==> src/rtl/rld_pkg.sv <==
package rld_pkg;
   localparam logic [5:0] A_CTRL    = 6'd0;
   localparam logic [5:0] A_STAT    = 6'd1;
   localparam logic [5:0] A_MAN     = 6'd2;
   localparam logic [5:0] A_AUTO_LO = 6'd3;
   localparam logic [5:0] A_AUTO_HI = 6'd4;
   localparam int unsigned A_WIN    = 8;
   localparam int unsigned A_SRC    = 24;
   localparam int unsigned DONE_LSB = 24;
   localparam int unsigned ERR_LSB  = 16;
   localparam int unsigned ARM_BIT  = 5;

   typedef enum logic [1:0] {
      F_IDLE,
      F_REQ,
      F_WAIT
   } fetch_st_e;
endpackage

==> src/rtl/rld_csr.sv <==
module rld_csr
   import rld_pkg::*;
#(
   parameter int unsigned NAUTO  = 7,
   parameter int unsigned AW     = 32,
   parameter int unsigned TRIG_N = 4,
   localparam int unsigned NCH    = NAUTO + 1,
   localparam int unsigned CH_W   = (NCH > 1) ? $clog2(NCH) : 1,
   localparam int unsigned TSEL_W = (TRIG_N > 1) ? $clog2(TRIG_N) : 1
) (
   input  logic                              clk,
   input  logic                              rst_n,
   input  logic                              csr_we,
   input  logic [5:0]                        csr_addr,
   input  logic [31:0]                       csr_wdata,
   output logic [31:0]                       csr_rdata,
   input  logic                              busy,
   input  logic                              evt_done,
   input  logic                              evt_err,
   input  logic [CH_W-1:0]                   evt_ch,
   output logic [NCH-1:0][AW-1:0]            cfg_start,
   output logic [NCH-1:0][AW-1:0]            cfg_end,
   output logic [NCH-1:0]                    cfg_inc,
   output logic [NCH-1:0]                    cfg_wr,
   output logic                              man_launch,
   output logic [NAUTO-1:0]                  arm,
   output logic [NAUTO-1:0][TSEL_W-1:0]      tsel,
   output logic [NCH-1:0]                    done_o,
   output logic                              irq
);
   logic [2:0]     man_q;
   logic [7:0]     lo_q;
   logic [7:0]     hi_q;
   logic [NCH-1:0] done_q;
   logic [NCH-1:0] err_q;
   logic           clr_w;

   assign clr_w      = csr_we && (csr_addr == A_CTRL);
   assign man_launch = csr_we && (csr_addr == A_MAN) && csr_wdata[0] && !man_q[0];

   always_ff @(posedge clk or negedge rst_n) begin
      if (!rst_n) begin
         man_q <= '0;
         lo_q  <= '0;
         hi_q  <= '0;
      end else if (csr_we) begin
         case (csr_addr)
            A_MAN:     man_q <= csr_wdata[2:0];
            A_AUTO_LO: lo_q  <= csr_wdata[7:0];
            A_AUTO_HI: hi_q  <= csr_wdata[7:0];
            default:   ;
         endcase
      end
   end

   for (genvar c = 0; c < NCH; c++) begin : g_win
      logic [AW-1:0] s_q;
      logic [AW-1:0] e_q;
      always_ff @(posedge clk or negedge rst_n) begin
         if (!rst_n) begin
            s_q <= '0;
            e_q <= '0;
         end else if (csr_we) begin
            if (csr_addr == 6'(A_WIN + 2 * c))     s_q <= csr_wdata[AW-1:0];
            if (csr_addr == 6'(A_WIN + 2 * c + 1)) e_q <= csr_wdata[AW-1:0];
         end
      end
      assign cfg_start[c] = s_q;
      assign cfg_end[c]   = e_q;
      if (c == 0) begin : g_man
         assign cfg_inc[c] = man_q[1];
         assign cfg_wr[c]  = man_q[2];
      end else if (c <= 3) begin : g_lo
         assign cfg_inc[c] = lo_q[c];
         assign cfg_wr[c]  = lo_q[c+4];
      end else begin : g_hi
         assign cfg_inc[c] = hi_q[c-4];
         assign cfg_wr[c]  = hi_q[c];
      end
   end

   for (genvar k = 0; k < NAUTO; k++) begin : g_src
      logic              arm_q;
      logic [TSEL_W-1:0] sel_q;
      always_ff @(posedge clk or negedge rst_n) begin
         if (!rst_n) begin
            arm_q <= 1'b0;
            sel_q <= '0;
         end else if (csr_we && csr_addr == 6'(A_SRC + k)) begin
            arm_q <= csr_wdata[ARM_BIT];
            sel_q <= csr_wdata[TSEL_W-1:0];
         end
      end
      assign arm[k]  = arm_q;
      assign tsel[k] = sel_q;
   end

   always_ff @(posedge clk or negedge rst_n) begin
      if (!rst_n) begin
         done_q <= '0;
         err_q  <= '0;
      end else begin
         for (int c = 0; c < NCH; c++) begin
            if (evt_done && evt_ch == CH_W'(c))
               done_q[c] <= 1'b1;
            else if (clr_w && csr_wdata[DONE_LSB+c])
               done_q[c] <= 1'b0;
            if (evt_err && evt_ch == CH_W'(c))
               err_q[c] <= 1'b1;
            else if (clr_w && csr_wdata[ERR_LSB+c])
               err_q[c] <= 1'b0;
         end
      end
   end

   assign done_o = done_q;
   assign irq    = |done_q;

   always_comb begin
      csr_rdata = '0;
      case (csr_addr)
         A_STAT: begin
            csr_rdata[DONE_LSB +: NCH] = done_q;
            csr_rdata[ERR_LSB +: NCH]  = err_q;
            csr_rdata[0]               = busy;
         end
         A_MAN:     csr_rdata[2:0] = man_q;
         A_AUTO_LO: csr_rdata[7:0] = lo_q;
         A_AUTO_HI: csr_rdata[7:0] = hi_q;
         default:   ;
      endcase
      for (int c = 0; c < NCH; c++) begin
         if (csr_addr == 6'(A_WIN + 2 * c))     csr_rdata[AW-1:0] = cfg_start[c];
         if (csr_addr == 6'(A_WIN + 2 * c + 1)) csr_rdata[AW-1:0] = cfg_end[c];
      end
      for (int k = 0; k < NAUTO; k++) begin
         if (csr_addr == 6'(A_SRC + k)) begin
            csr_rdata[TSEL_W-1:0] = tsel[k];
            csr_rdata[ARM_BIT]    = arm[k];
         end
      end
   end

   assert_irq_on_done_R9 : assert property (@(posedge clk) disable iff (!rst_n)
      evt_done |=> irq);

   assert_w1c_R8 : assert property (@(posedge clk) disable iff (!rst_n)
      (clr_w && csr_wdata[DONE_LSB] && !(evt_done && evt_ch == '0)) |=> !done_o[0]);

   assert_flag_hold_R8 : assert property (@(posedge clk) disable iff (!rst_n)
      (done_o[0] && !clr_w) |=> done_o[0]);
endmodule

==> src/rtl/rld_arb.sv <==
module rld_arb #(
   parameter int unsigned NAUTO  = 7,
   parameter int unsigned TRIG_N = 4,
   localparam int unsigned NCH    = NAUTO + 1,
   localparam int unsigned CH_W   = (NCH > 1) ? $clog2(NCH) : 1,
   localparam int unsigned TSEL_W = (TRIG_N > 1) ? $clog2(TRIG_N) : 1,
   localparam int unsigned TEXT   = 1 << TSEL_W
) (
   input  logic                         clk,
   input  logic                         rst_n,
   input  logic                         man_launch,
   input  logic [TRIG_N-1:0]            trig,
   input  logic [NAUTO-1:0]             arm,
   input  logic [NAUTO-1:0][TSEL_W-1:0] tsel,
   input  logic                         take,
   input  logic [CH_W-1:0]              take_ch,
   output logic                         gnt_valid,
   output logic [CH_W-1:0]              gnt_ch
);
   logic [NCH-1:0]  pend_q;
   logic [NCH-1:0]  hit;
   logic [TEXT-1:0] trig_x;

   assign trig_x = TEXT'(trig);
   assign hit[0] = man_launch;

   for (genvar k = 0; k < NAUTO; k++) begin : g_hit
      assign hit[k+1] = arm[k] && trig_x[tsel[k]];
   end

   always_ff @(posedge clk or negedge rst_n) begin
      if (!rst_n) begin
         pend_q <= '0;
      end else begin
         for (int c = 0; c < NCH; c++) begin
            if (hit[c])
               pend_q[c] <= 1'b1;
            else if (take && take_ch == CH_W'(c))
               pend_q[c] <= 1'b0;
         end
      end
   end

   always_comb begin
      gnt_valid = |pend_q;
      gnt_ch    = '0;
      for (int c = NCH - 1; c >= 0; c--) begin
         if (pend_q[c]) gnt_ch = CH_W'(c);
      end
   end

   assert_man_first_R6 : assert property (@(posedge clk) disable iff (!rst_n)
      pend_q[0] |-> (gnt_valid && gnt_ch == '0));

   assert_grant_pending_R6 : assert property (@(posedge clk) disable iff (!rst_n)
      gnt_valid |-> pend_q[gnt_ch]);

   for (genvar c = 0; c < NCH; c++) begin : g_hold
      assert_pend_held_R6 : assert property (@(posedge clk) disable iff (!rst_n)
         (pend_q[c] && !(take && take_ch == CH_W'(c))) |=> pend_q[c]);
   end
endmodule

==> src/rtl/rld_fetch.sv <==
module rld_fetch
   import rld_pkg::*;
#(
   parameter int unsigned NAUTO = 7,
   parameter int unsigned AW    = 32,
   localparam int unsigned NCH   = NAUTO + 1,
   localparam int unsigned CH_W  = (NCH > 1) ? $clog2(NCH) : 1
) (
   input  logic                   clk,
   input  logic                   rst_n,
   input  logic                   gnt_valid,
   input  logic [CH_W-1:0]        gnt_ch,
   input  logic [NCH-1:0][AW-1:0] cfg_start,
   input  logic [NCH-1:0][AW-1:0] cfg_end,
   input  logic [NCH-1:0]         cfg_inc,
   input  logic [NCH-1:0]         cfg_wr,
   output logic                   take,
   output logic                   busy,
   output logic                   evt_done,
   output logic                   evt_err,
   output logic [CH_W-1:0]        evt_ch,
   output logic                   mem_req,
   output logic [AW-1:0]          mem_addr,
   input  logic [31:0]            mem_rdata,
   input  logic                   mem_rvalid,
   output logic                   rw_en,
   output logic [AW-1:0]          rw_addr,
   output logic [31:0]            rw_data
);
   fetch_st_e       st_q;
   logic [CH_W-1:0] ch_q;
   logic [AW-1:0]   ptr_q;
   logic [AW-1:0]   last_q;
   logic [AW-1:0]   tgt_q;
   logic            inc_q;
   logic            aphase_q;
   logic [AW-1:0]   sel_start;
   logic [AW-1:0]   sel_end;
   logic [AW-1:0]   span;
   logic            bad;

   assign sel_start = cfg_start[gnt_ch];
   assign sel_end   = cfg_end[gnt_ch];
   assign span      = sel_end - sel_start + AW'(1);
   assign bad       = (sel_end < sel_start) || (span[2:0] != 3'd0);
   assign take      = (st_q == F_IDLE) && gnt_valid;
   assign busy      = (st_q != F_IDLE);
   assign mem_req   = (st_q == F_REQ);
   assign mem_addr  = ptr_q;

   always_ff @(posedge clk or negedge rst_n) begin
      if (!rst_n) begin
         st_q     <= F_IDLE;
         ch_q     <= '0;
         ptr_q    <= '0;
         last_q   <= '0;
         tgt_q    <= '0;
         inc_q    <= 1'b0;
         aphase_q <= 1'b1;
         evt_done <= 1'b0;
         evt_err  <= 1'b0;
         evt_ch   <= '0;
         rw_en    <= 1'b0;
         rw_addr  <= '0;
         rw_data  <= '0;
      end else begin
         evt_done <= 1'b0;
         evt_err  <= 1'b0;
         rw_en    <= 1'b0;
         case (st_q)
            F_IDLE: begin
               if (gnt_valid) begin
                  ch_q   <= gnt_ch;
                  evt_ch <= gnt_ch;
                  if (bad) begin
                     evt_err <= 1'b1;
                  end else if (!cfg_wr[gnt_ch]) begin
                     evt_done <= 1'b1;
                  end else begin
                     ptr_q    <= sel_start;
                     last_q   <= sel_end;
                     inc_q    <= cfg_inc[gnt_ch];
                     aphase_q <= 1'b1;
                     st_q     <= F_REQ;
                  end
               end
            end
            F_REQ: st_q <= F_WAIT;
            F_WAIT: begin
               if (mem_rvalid) begin
                  if (aphase_q) begin
                     tgt_q    <= mem_rdata[AW-1:0];
                     aphase_q <= 1'b0;
                  end else begin
                     rw_en    <= 1'b1;
                     rw_addr  <= tgt_q;
                     rw_data  <= mem_rdata;
                     aphase_q <= !inc_q;
                     if (inc_q) tgt_q <= tgt_q + AW'(1);
                  end
                  if (ptr_q + AW'(3) == last_q) begin
                     evt_done <= 1'b1;
                     evt_ch   <= ch_q;
                     st_q     <= F_IDLE;
                  end else begin
                     ptr_q <= ptr_q + AW'(4);
                     st_q  <= F_REQ;
                  end
               end
            end
            default: st_q <= F_IDLE;
         endcase
      end
   end

   assert_one_outstanding_R7 : assert property (@(posedge clk) disable iff (!rst_n)
      mem_req |=> !mem_req);

   assert_write_after_data_R1 : assert property (@(posedge clk) disable iff (!rst_n)
      rw_en |-> $past(mem_rvalid));

   assert_err_quiet_R10 : assert property (@(posedge clk) disable iff (!rst_n)
      evt_err |-> (!evt_done && !rw_en));
endmodule

==> src/rtl/reglist_dma.sv <==
module reglist_dma #(
   parameter int unsigned NAUTO  = 7,
   parameter int unsigned AW     = 32,
   parameter int unsigned TRIG_N = 4,
   localparam int unsigned NCH    = NAUTO + 1,
   localparam int unsigned CH_W   = (NCH > 1) ? $clog2(NCH) : 1,
   localparam int unsigned TSEL_W = (TRIG_N > 1) ? $clog2(TRIG_N) : 1
) (
   input  logic              clk,
   input  logic              rst_n,
   input  logic              csr_we,
   input  logic [5:0]        csr_addr,
   input  logic [31:0]       csr_wdata,
   output logic [31:0]       csr_rdata,
   input  logic [TRIG_N-1:0] trig_in,
   output logic              mem_req,
   output logic [AW-1:0]     mem_addr,
   input  logic [31:0]       mem_rdata,
   input  logic              mem_rvalid,
   output logic              rw_en,
   output logic [AW-1:0]     rw_addr,
   output logic [31:0]       rw_data,
   output logic [NCH-1:0]    done_flags,
   output logic              irq
);
   if (NAUTO < 1 || NAUTO > 7) begin : g_chk_nauto
      $error("reglist_dma: NAUTO must lie in 1..7");
   end
   if (AW < 8 || AW > 32) begin : g_chk_aw
      $error("reglist_dma: AW must lie in 8..32");
   end
   if (TRIG_N < 1 || TRIG_N > 32) begin : g_chk_trig
      $error("reglist_dma: TRIG_N must lie in 1..32");
   end

   logic [NCH-1:0][AW-1:0]       cfg_start;
   logic [NCH-1:0][AW-1:0]       cfg_end;
   logic [NCH-1:0]               cfg_inc;
   logic [NCH-1:0]               cfg_wr;
   logic                         man_launch;
   logic [NAUTO-1:0]             arm;
   logic [NAUTO-1:0][TSEL_W-1:0] tsel;
   logic                         gnt_valid;
   logic [CH_W-1:0]              gnt_ch;
   logic                         take;
   logic                         busy;
   logic                         evt_done;
   logic                         evt_err;
   logic [CH_W-1:0]              evt_ch;

   rld_csr #(.NAUTO(NAUTO), .AW(AW), .TRIG_N(TRIG_N)) u_csr (
      .clk        (clk),
      .rst_n      (rst_n),
      .csr_we     (csr_we),
      .csr_addr   (csr_addr),
      .csr_wdata  (csr_wdata),
      .csr_rdata  (csr_rdata),
      .busy       (busy),
      .evt_done   (evt_done),
      .evt_err    (evt_err),
      .evt_ch     (evt_ch),
      .cfg_start  (cfg_start),
      .cfg_end    (cfg_end),
      .cfg_inc    (cfg_inc),
      .cfg_wr     (cfg_wr),
      .man_launch (man_launch),
      .arm        (arm),
      .tsel       (tsel),
      .done_o     (done_flags),
      .irq        (irq)
   );

   rld_arb #(.NAUTO(NAUTO), .TRIG_N(TRIG_N)) u_arb (
      .clk        (clk),
      .rst_n      (rst_n),
      .man_launch (man_launch),
      .trig       (trig_in),
      .arm        (arm),
      .tsel       (tsel),
      .take       (take),
      .take_ch    (gnt_ch),
      .gnt_valid  (gnt_valid),
      .gnt_ch     (gnt_ch)
   );

   rld_fetch #(.NAUTO(NAUTO), .AW(AW)) u_fetch (
      .clk        (clk),
      .rst_n      (rst_n),
      .gnt_valid  (gnt_valid),
      .gnt_ch     (gnt_ch),
      .cfg_start  (cfg_start),
      .cfg_end    (cfg_end),
      .cfg_inc    (cfg_inc),
      .cfg_wr     (cfg_wr),
      .take       (take),
      .busy       (busy),
      .evt_done   (evt_done),
      .evt_err    (evt_err),
      .evt_ch     (evt_ch),
      .mem_req    (mem_req),
      .mem_addr   (mem_addr),
      .mem_rdata  (mem_rdata),
      .mem_rvalid (mem_rvalid),
      .rw_en      (rw_en),
      .rw_addr    (rw_addr),
      .rw_data    (rw_data)
   );
endmodule

==> config.mk <==
export PLATFORM = sky130hd
export DESIGN_NAME = reglist_dma
export DESIGN_NICKNAME = d
export VERILOG_FILES = /design/src/rtl/rld_pkg.sv /design/src/rtl/rld_csr.sv /design/src/rtl/rld_arb.sv /design/src/rtl/rld_fetch.sv /design/src/rtl/reglist_dma.sv
export SDC_FILE = /design/constraint.sdc
export NUM_CORES = 1
export LEC_CHECK = 0
export BUFFER_PORTS_ARGS = -buffer_cell sky130_fd_sc_hd__buf_4
export CAP_MARGIN = 5
export CORE_ASPECT_RATIO = 1.4
export CORE_MARGIN = 5
export CORE_UTILIZATION = 40
export DETAILED_ROUTE_END_ITERATION = 8
export PLACE_DENSITY = 0.57
export SYNTH_ARGS = -nofsm -noshare
export SYNTH_HDL_FRONTEND = slang
export SYNTH_HIERARCHICAL = 1
export SYNTH_SLANG_ARGS = --single-unit
==> constraint.sdc <==
create_clock -name clk -period 7.7 [get_ports clk]
set_input_delay 1.155 -clock clk [delete_from_list [all_inputs] [get_ports clk]]
set_output_delay 1.155 -clock clk [all_outputs]
set_load 0.02 [all_outputs]
* Word level (Yosys, flattened, before mapping) *
Cells that the tools add are included.

cells by class
  eq/ne operators = 50
  reduce and logical (&&, ||, !) cells = 123
  multiplexer cells = 148
  bitwise operators = 2
  $lt $le $gt $ge = 9
  $add $sub $neg = 5

operators by type and width
  kind                                                        count
  two-way mux 32 bit                                          25
  binary-select mux 32 bit (select 3 bit)                     2
  == test 6 x 5 -> 1 bit, second input constant               15
  two-way mux 1 bit                                           81
  case mux 32 bit (2 select lines)                            1
  logical AND 1 bit                                           59
  nonzero test 2 bit                                          27
  == test 6 x 4 -> 1 bit, second input constant               8
  AND reduction 2 bit                                         20
  two-way mux 3 bit                                           11
  adder 32 x 1 -> 32 bit, second input constant               1
  adder 32 x 2 -> 32 bit, second input constant               1
  adder 32 x 3 -> 32 bit, second input constant               1
  == test 32 bit                                              1
  less-than comparator 32 bit                                 1
  == test 3 bit, second input constant                        8
  two-way mux 2 bit                                           11
  less-than comparator 2 x 3 -> 1 bit, second input constant  7
  two-way mux 16 bit                                          1
  OR reduction 8 bit                                          2
  binary-select mux 1 bit (select 2 bit)                      7
  == test 3 x 2 -> 1 bit, second input constant               4
  == test 6 x 2 -> 1 bit, second input constant               2
  case mux 2 bit (3 select lines)                             2
  26 further kinds                                            39

word-level totals
  logic and storage cells = 407
  register bits after elaboration = 749
  output and inout bits = 139

* Logic depth before layout (Yosys ltp) *
  word-level depth = 25
  depth in mapped cells = 23
  mapped depth without buffers = 18

* Cells and area by module *
Netlist, hierarchy kept.

by module, submodules not included
  module     cells each  area each (um^2)  instances
  rld_csr    2206        27050.9           1
  rld_fetch  1228        13696.9           1
  rld_arb    56          586.8             1

* Worst setup path before layout *
No wires, ideal clock.

  path kind = reg2reg
  start point = reg u_arb.pend_q[6]
  end point = reg u_fetch.last_q[10]
  data arrival time = 5685 ps
  buffers on the path = 5
  stages on the path, launching flop included = 22
  slack = 1891 ps
  cells stage by stage = dfrtp_1 -> nor2b_1 -> o21bai_1 -> a221oi_1 -> clkbuf_1 -> clkbuf_1 -> buf_1 -> mux4_2 -> mux2_2 -> inv_1 -> ha_1 -> inv_1 -> ha_1 -> nor2_1 -> nand3_1 -> nor3_1 -> o31a_1 -> a311oi_1 -> a211oi_1 -> clkbuf_1 -> buf_1 -> mux2_2

between the ends
  longest elaborated chain between the ends = 15
  elaborated cells on any way between the ends = 21
  classes of those cells = 2 x add/sub; 1 x order compare; 13 x mux; 1 x bitwise; 4 x reduce/logical

RTL lines
  element                                     line               source
  start, declared                             rld_arb.sv:20      logic [NCH-1:0] pend_q;
  start signal, assigned                      rld_arb.sv:33      pend_q <= '0;
  start signal, assigned by index             rld_arb.sv:37      pend_q[c] <= 1'b1;
  start signal, assigned by index             rld_arb.sv:39      pend_q[c] <= 1'b0;
  two-way mux 3 bit * (7 in a row)            rld_arb.sv:48      if (pend_q[c]) gnt_ch = CH_W'(c);
  named net gnt_ch[0]                         reglist_dma.sv:44  logic [CH_W-1:0] gnt_ch;
  binary-select mux 32 bit (select 3 bit) *   rld_fetch.sv:43    assign sel_end = cfg_end[gnt_ch];
  two-way mux 32 bit (not written as such) *  rld_fetch.sv:43
  named net u_fetch.sel_end[1]                rld_fetch.sv:38    logic [AW-1:0] sel_end;
  subtractor 3 bit                            rld_fetch.sv:44    assign span = sel_end - sel_start + AW'(1);
  adder 3 x 1 -> 3 bit                        rld_fetch.sv:44
  nonzero test 3 bit                          rld_fetch.sv:45    assign bad = (sel_end < sel_start) || (span[2:0] != 3'd0);
  logical OR 1 bit *                          rld_fetch.sv:45
  inverter 1 bit (no source line) *           --
  AND reduction 4 bit (no source line) *      --
  end signal, assigned                        rld_fetch.sv:81    last_q <= sel_end;
  end, declared                               rld_fetch.sv:33    logic [AW-1:0] last_q;

Mark *: on every way through the listed nets, which the timed path passes. The rest lies on a longest branch. The select of a mux whose other input is x is not followed.
A chain may end at the register's enable or synchronous reset.

* Worst setup path after layout *
  start point = reg u_arb.pend_q[6]
  end point = reg u_fetch.ptr_q[25] (netlist: u_fetch/mem_addr[25])

between the ends
  longest elaborated chain between the ends = 15
  elaborated cells on any way between the ends = 27
  classes of those cells = 2 x add/sub; 1 x order compare; 3 x eq/ne; 17 x mux; 4 x reduce/logical

RTL lines
  element                                                            line                              source
  two-way mux 3 bit * (7 in a row)                                   rld_arb.sv:48
  named net gnt_ch[0]                                                reglist_dma.sv:44
  binary-select mux 32 bit (select 3 bit), on equally long branches  rld_fetch.sv:43, rld_fetch.sv:42
  two-way mux 32 bit, on equally long branches                       rld_fetch.sv:43, rld_fetch.sv:42
  subtractor 3 bit                                                   rld_fetch.sv:44
  adder 3 x 1 -> 3 bit                                               rld_fetch.sv:44
  nonzero test 3 bit                                                 rld_fetch.sv:45
  logical OR 1 bit                                                   rld_fetch.sv:45
  inequality test 2 bit (no source line)                             --
  AND reduction 6 bit (no source line)                               --
  end signal, assigned                                               rld_fetch.sv:80                   ptr_q <= sel_start;
  end signal, assigned                                               rld_fetch.sv:106                  ptr_q <= ptr_q + AW'(4);
  end, declared                                                      rld_fetch.sv:32                   logic [AW-1:0] ptr_q;

Marks and branches as above.

==> parameters.txt <==
Parameter                              Value

Worst setup path
  Crit path DAT ... 7.03 ns
  Maximum fanout encountered on the critical timing path ... 46
  Worst-path cell chain ... nor2b_1 -> o21bai_1 -> a221oi_4 -> buf_4 -> mux4_2 -> mux2i_1 -> ha_1 -> xor3_1 -> nand3_1 -> nor3_1 -> o211ai_1 -> a211oi_4 -> buf_4 -> nor3_1 -> a311o_1 -> a211oi_1
  Family with the most delay on the worst path ... compound AO/OA/AOI/OAI gates
  Classification of the worst setup path ... reg2reg
  Data required time of the worst path ... 8.28 ns
  Category of the worst setup path launch point ... flip-flop
  Standard cell with the maximum stage delay on the critical path ... sky130_fd_sc_hd__buf_4
  CP Capture Type ... flip-flop
  CP bufs+invs ... 2
  Max stage delay on crit path ... 0.67 ns

Route
  Post-route ant nets ... 0
  Iter 0 DRT Violations ... 2938
  Routed via count divided by cell count ... 6.337
  Detail-routed net length per standard cell ... 30.31 um
  Number of remaining DRC errors ... 0
  Via count ... 31400
  Drt pass-1 iters ... 6
  Detailed Route WL ... 150200 um

Yosys
  Average size of a mapped cell ... 11.84 sq um
  Async set or reset register ratio after synthesis ... 100.0%
  Portion of the post-synthesis area used by sequential elements ... 45.35%
  EDFF count, synth ... 0
  Post-synthesis instance total ... 3490
  Library cell with the largest summed area after synthesis ... sky130_fd_sc_hd__dfrtp_1
  Number of different library cells in the post-synthesis netlist ... 103
  Post-Synthesis Cell Area ... 41330 sq um
  Main area contributors after synthesis ... sky130_fd_sc_hd__dfrtp_1 (45%), sky130_fd_sc_hd__mux2_2 (19%), sky130_fd_sc_hd__mux4_2 (7.6%), sky130_fd_sc_hd__o21ai_0 (2.2%), sky130_fd_sc_hd__a21oi_1 (2.1%)
  Fraction of synthesized cell area taken by the top area cell type ... 45.28%
  Net count of the mapped netlist ... 3606
  Number of synthesized register bits ... 749
  Commonest register cell after synthesis ... sky130_fd_sc_hd__dfrtp_1
  Synthesis warning total ... 6

Global routing
  Global-route wire length before repair ... 220600 um
  Pin count of the biggest net entering global routing ... 152
  Via count of the first global-routing pass ... 31850
  Overflow after GRT ... 0
  Gr usage total ... 26.69%
  Initial antenna violation count ... 4

Floorplanning
  Std-Cell Rows ... 139
  Height of the die ... 390.4 um
  Die ar. ... 110000 sq um
  Area of the core region ... 102600 sq um
  Horizontal die dimension ... 281.7 um
  Starting density of the core ... 40.28%
  I/O pin total ... 217

STA
  Final critical path time including I/O delays and setup ... 6.454 ns
  Number of endpoints with negative hold slack in the final report ... 0
  Min Hold Slack ... 0.4860 ns
  Setup repair after global routing missed its margin ... false
  Slew of the pin with the lowest slew margin ... 1.252 ns
  Max-slew headroom ... 16.43%
  # setup viols final ... 0
  Worst setup skew after layout ... 0.03272 ns
  Final critical-path share of the clock period ... 83.81%
  Max-slew violations ... 0
  Setup Total Neg Slack ... 0 ns
  F_max ... 155.0 MHz

Finish
  Final instance count without filler cells ... 4955
  Fill cells ... 9379
  Share of cells above drive strength 1 ... 36.23%
  Number of nets in the layout ... 3674
  Area growth, synth to finish ... 13.06%

CTS
  Quantity of gates resized following cts ... 0
  Reg clk slew, reported paths ... 0.06 ns
  Number of sinks driven by the clock tree ... 749
  Largest buffer count on any clock path ... 3
  Root Driver ... sky130_fd_sc_hd__clkbuf_16
  Post-CTS repair timing setup buffer count ... 0
  Total clock buffers created by CTS ... 78
  Later-pin clock latency in the skew report ... 0.68 ns
  TritonCTS clock tree ... built
  Level count of the clock H-tree ... 3
  Number of buffers inserted for hold repair after clock tree synthesis ... 0

Place
  Placed instance count ... 4817
  Last weighted congestion value of the routability-driven placer ... 0.9152
  Buffers on Ports ... 216
  Detailed placement HPWL ... 96450 um

Power
  Power Density ... 350.8 nW/um^2
  Final Power ... 16.39 mW
  Highest ir drop seen on vdd ... 0.3333 mV
  Static leakage power ... 20.78 nW

Flow run
  # Max-Cap Violations ... 0

Min path
  Path class of the lowest-slack min-delay path ... in2async

Run status
  Result of the run ... finished clean
==> stage by stage <==
| stage | cell area (sq um) | worst slack [ns] | util, % |
|---|---|---|---|
| final | 46730 | 1.246 | 45.54 |
| after global routing | 46720 | 0.9818 | 45.53 |
| after CTS | 46720 | 1.309 | 45.53 |
| after global placement | 44100 | 1.460 | 42.98 |
| after detailed placement | 44100 | 1.344 | 42.98 |
| after floorplan | 41330 | 1.891 | - |
==> cells by family (layout without fill, tap and decap cells) <==
logic type	Yosys count	after routing	share of synthesized area, %
AOI/OAI and AO/OA	730	730	11.64
xor gates and xnor gates	45	45	0.9898
adders and majority gates	38	38	1.150
buffers and inverters	348	471	3.814
DFF	749	749	45.35
muxes	928	928	29.09
other	0	3	0
and+or+nand+nor	652	652	7.967
==> layout by cell type, fill, tap and decap left out, types with 13 or more instances in the layout <==
cell type	instances
sky130_fd_sc_hd__o2111ai_1	13
sky130_fd_sc_hd__a31oi_1	22
sky130_fd_sc_hd__dfrtp_1	748
sky130_fd_sc_hd__a211oi_1	14
sky130_fd_sc_hd__inv_1	44
sky130_fd_sc_hd__a22oi_1	76
sky130_fd_sc_hd__o21ai_0	182
sky130_fd_sc_hd__o22ai_1	34
sky130_fd_sc_hd__nand2b_1	25
sky130_fd_sc_hd__clkbuf_8	26
sky130_fd_sc_hd__or3_1	15
sky130_fd_sc_hd__ha_1	38
sky130_fd_sc_hd__nor2_1	113
sky130_fd_sc_hd__nand4_1	21
sky130_fd_sc_hd__nand2_1	224
sky130_fd_sc_hd__nor2b_1	19
sky130_fd_sc_hd__nand3_1	75
sky130_fd_sc_hd__a22o_1	21
sky130_fd_sc_hd__a221oi_1	13
sky130_fd_sc_hd__mux4_2	139
sky130_fd_sc_hd__and3_1	24
sky130_fd_sc_hd__mux2i_1	81
sky130_fd_sc_hd__buf_4	279
sky130_fd_sc_hd__clkbuf_1	15
sky130_fd_sc_hd__clkbuf_16	80
sky130_fd_sc_hd__mux2_1	18
sky130_fd_sc_hd__o21ai_1	15
sky130_fd_sc_hd__a21oi_1	173
sky130_fd_sc_hd__nor2_4	13
sky130_fd_sc_hd__o211ai_1	14
sky130_fd_sc_hd__o22a_1	20
sky130_fd_sc_hd__mux2_2	682
sky130_fd_sc_hd__xnor2_1	27
sky130_fd_sc_hd__and2_1	13
sky130_fd_sc_hd__xor2_1	17
sky130_fd_sc_hd__nor3_1	26
==> Yosys cell counts, types with 66 or more instances <==
library cell and n:
sky130_fd_sc_hd__nor2_1 122, sky130_fd_sc_hd__a21oi_1 173, sky130_fd_sc_hd__mux2i_1 81, sky130_fd_sc_hd__dfrtp_1 748, sky130_fd_sc_hd__nand2_1 230, sky130_fd_sc_hd__buf_2 66, sky130_fd_sc_hd__mux4_2 139, sky130_fd_sc_hd__nand3_1 75
sky130_fd_sc_hd__a22oi_1 76, sky130_fd_sc_hd__o21ai_0 182, sky130_fd_sc_hd__clkbuf_1 148, sky130_fd_sc_hd__mux2_2 682
==> sequential cells by signal (all words and copies together), names as in the netlist, 14 cells and up <==
| name | cells |
|---|---|
| u_fetch/mem_addr | 32 |
| u_fetch/rw_addr | 32 |
| u_csr/g_win.e_q | 256 |
| u_fetch/rw_data | 32 |
| u_csr/g_src.sel_q | 14 |
| u_csr/g_win.s_q | 256 |
| u_fetch/tgt_q | 32 |
| u_fetch/last_q | 32 |
==> per-layer routing <==
layer  wire length [um]  up-vias  GRT usage, %
li1                   -    13250             -
met4               7294        4         11.37
met1              59680    16320         34.31
met2              71540     1460         44.07
met5                 27        -             0
met3              11630      356         5.375
==> worst paths after layout <==
| check | endpoint | slack [ns] | cells past startpoint | from |
|---|---|---|---|---|
| max | u_fetch/mem_addr[25] | 1.25 | 16 | u_arb/pend_q[6] |
| min | u_fetch/tgt_q[4] | 0.49 | 1 | rst_n |
| max reg2reg | u_fetch/mem_addr[25] | 1.25 | 16 | u_arb/pend_q[6] |
| min reg2reg | u_csr/err_q[5] | 0.49 | 2 | u_csr/err_q[5] |
| max in group asynchronous | u_csr/g_win[5].s_q[11] | 5.39 | 3 | rst_n |
| min in group clk | u_csr/err_q[5] | 0.49 | 2 | u_csr/err_q[5] |
==> final cells by class <==
type | instances | area, sq um | share of cell area, %
Antenna cell | 3 | 7.507 | 0.01606
Clock buffer | 120 | 2402 | 5.141
Clock inverter | 15 | 217.7 | 0.4659
Inverter | 46 | 172.7 | 0.3695
Multi-Input combinational cell | 2393 | 21220 | 45.40
Sequential cell | 749 | 18740 | 40.11
Tap cell | 1339 | 1675 | 3.585
Timing Repair Buffer | 290 | 2295 | 4.910
==> power by group <==
group          internal, mW  total, mW  switching [mW]
logic                  3.03       6.85            3.82
clock network          2.28       3.94            1.66
registers              4.72       5.60           0.882
total                  10.0       16.4            6.36
Power figures use the tool's default switching activity.
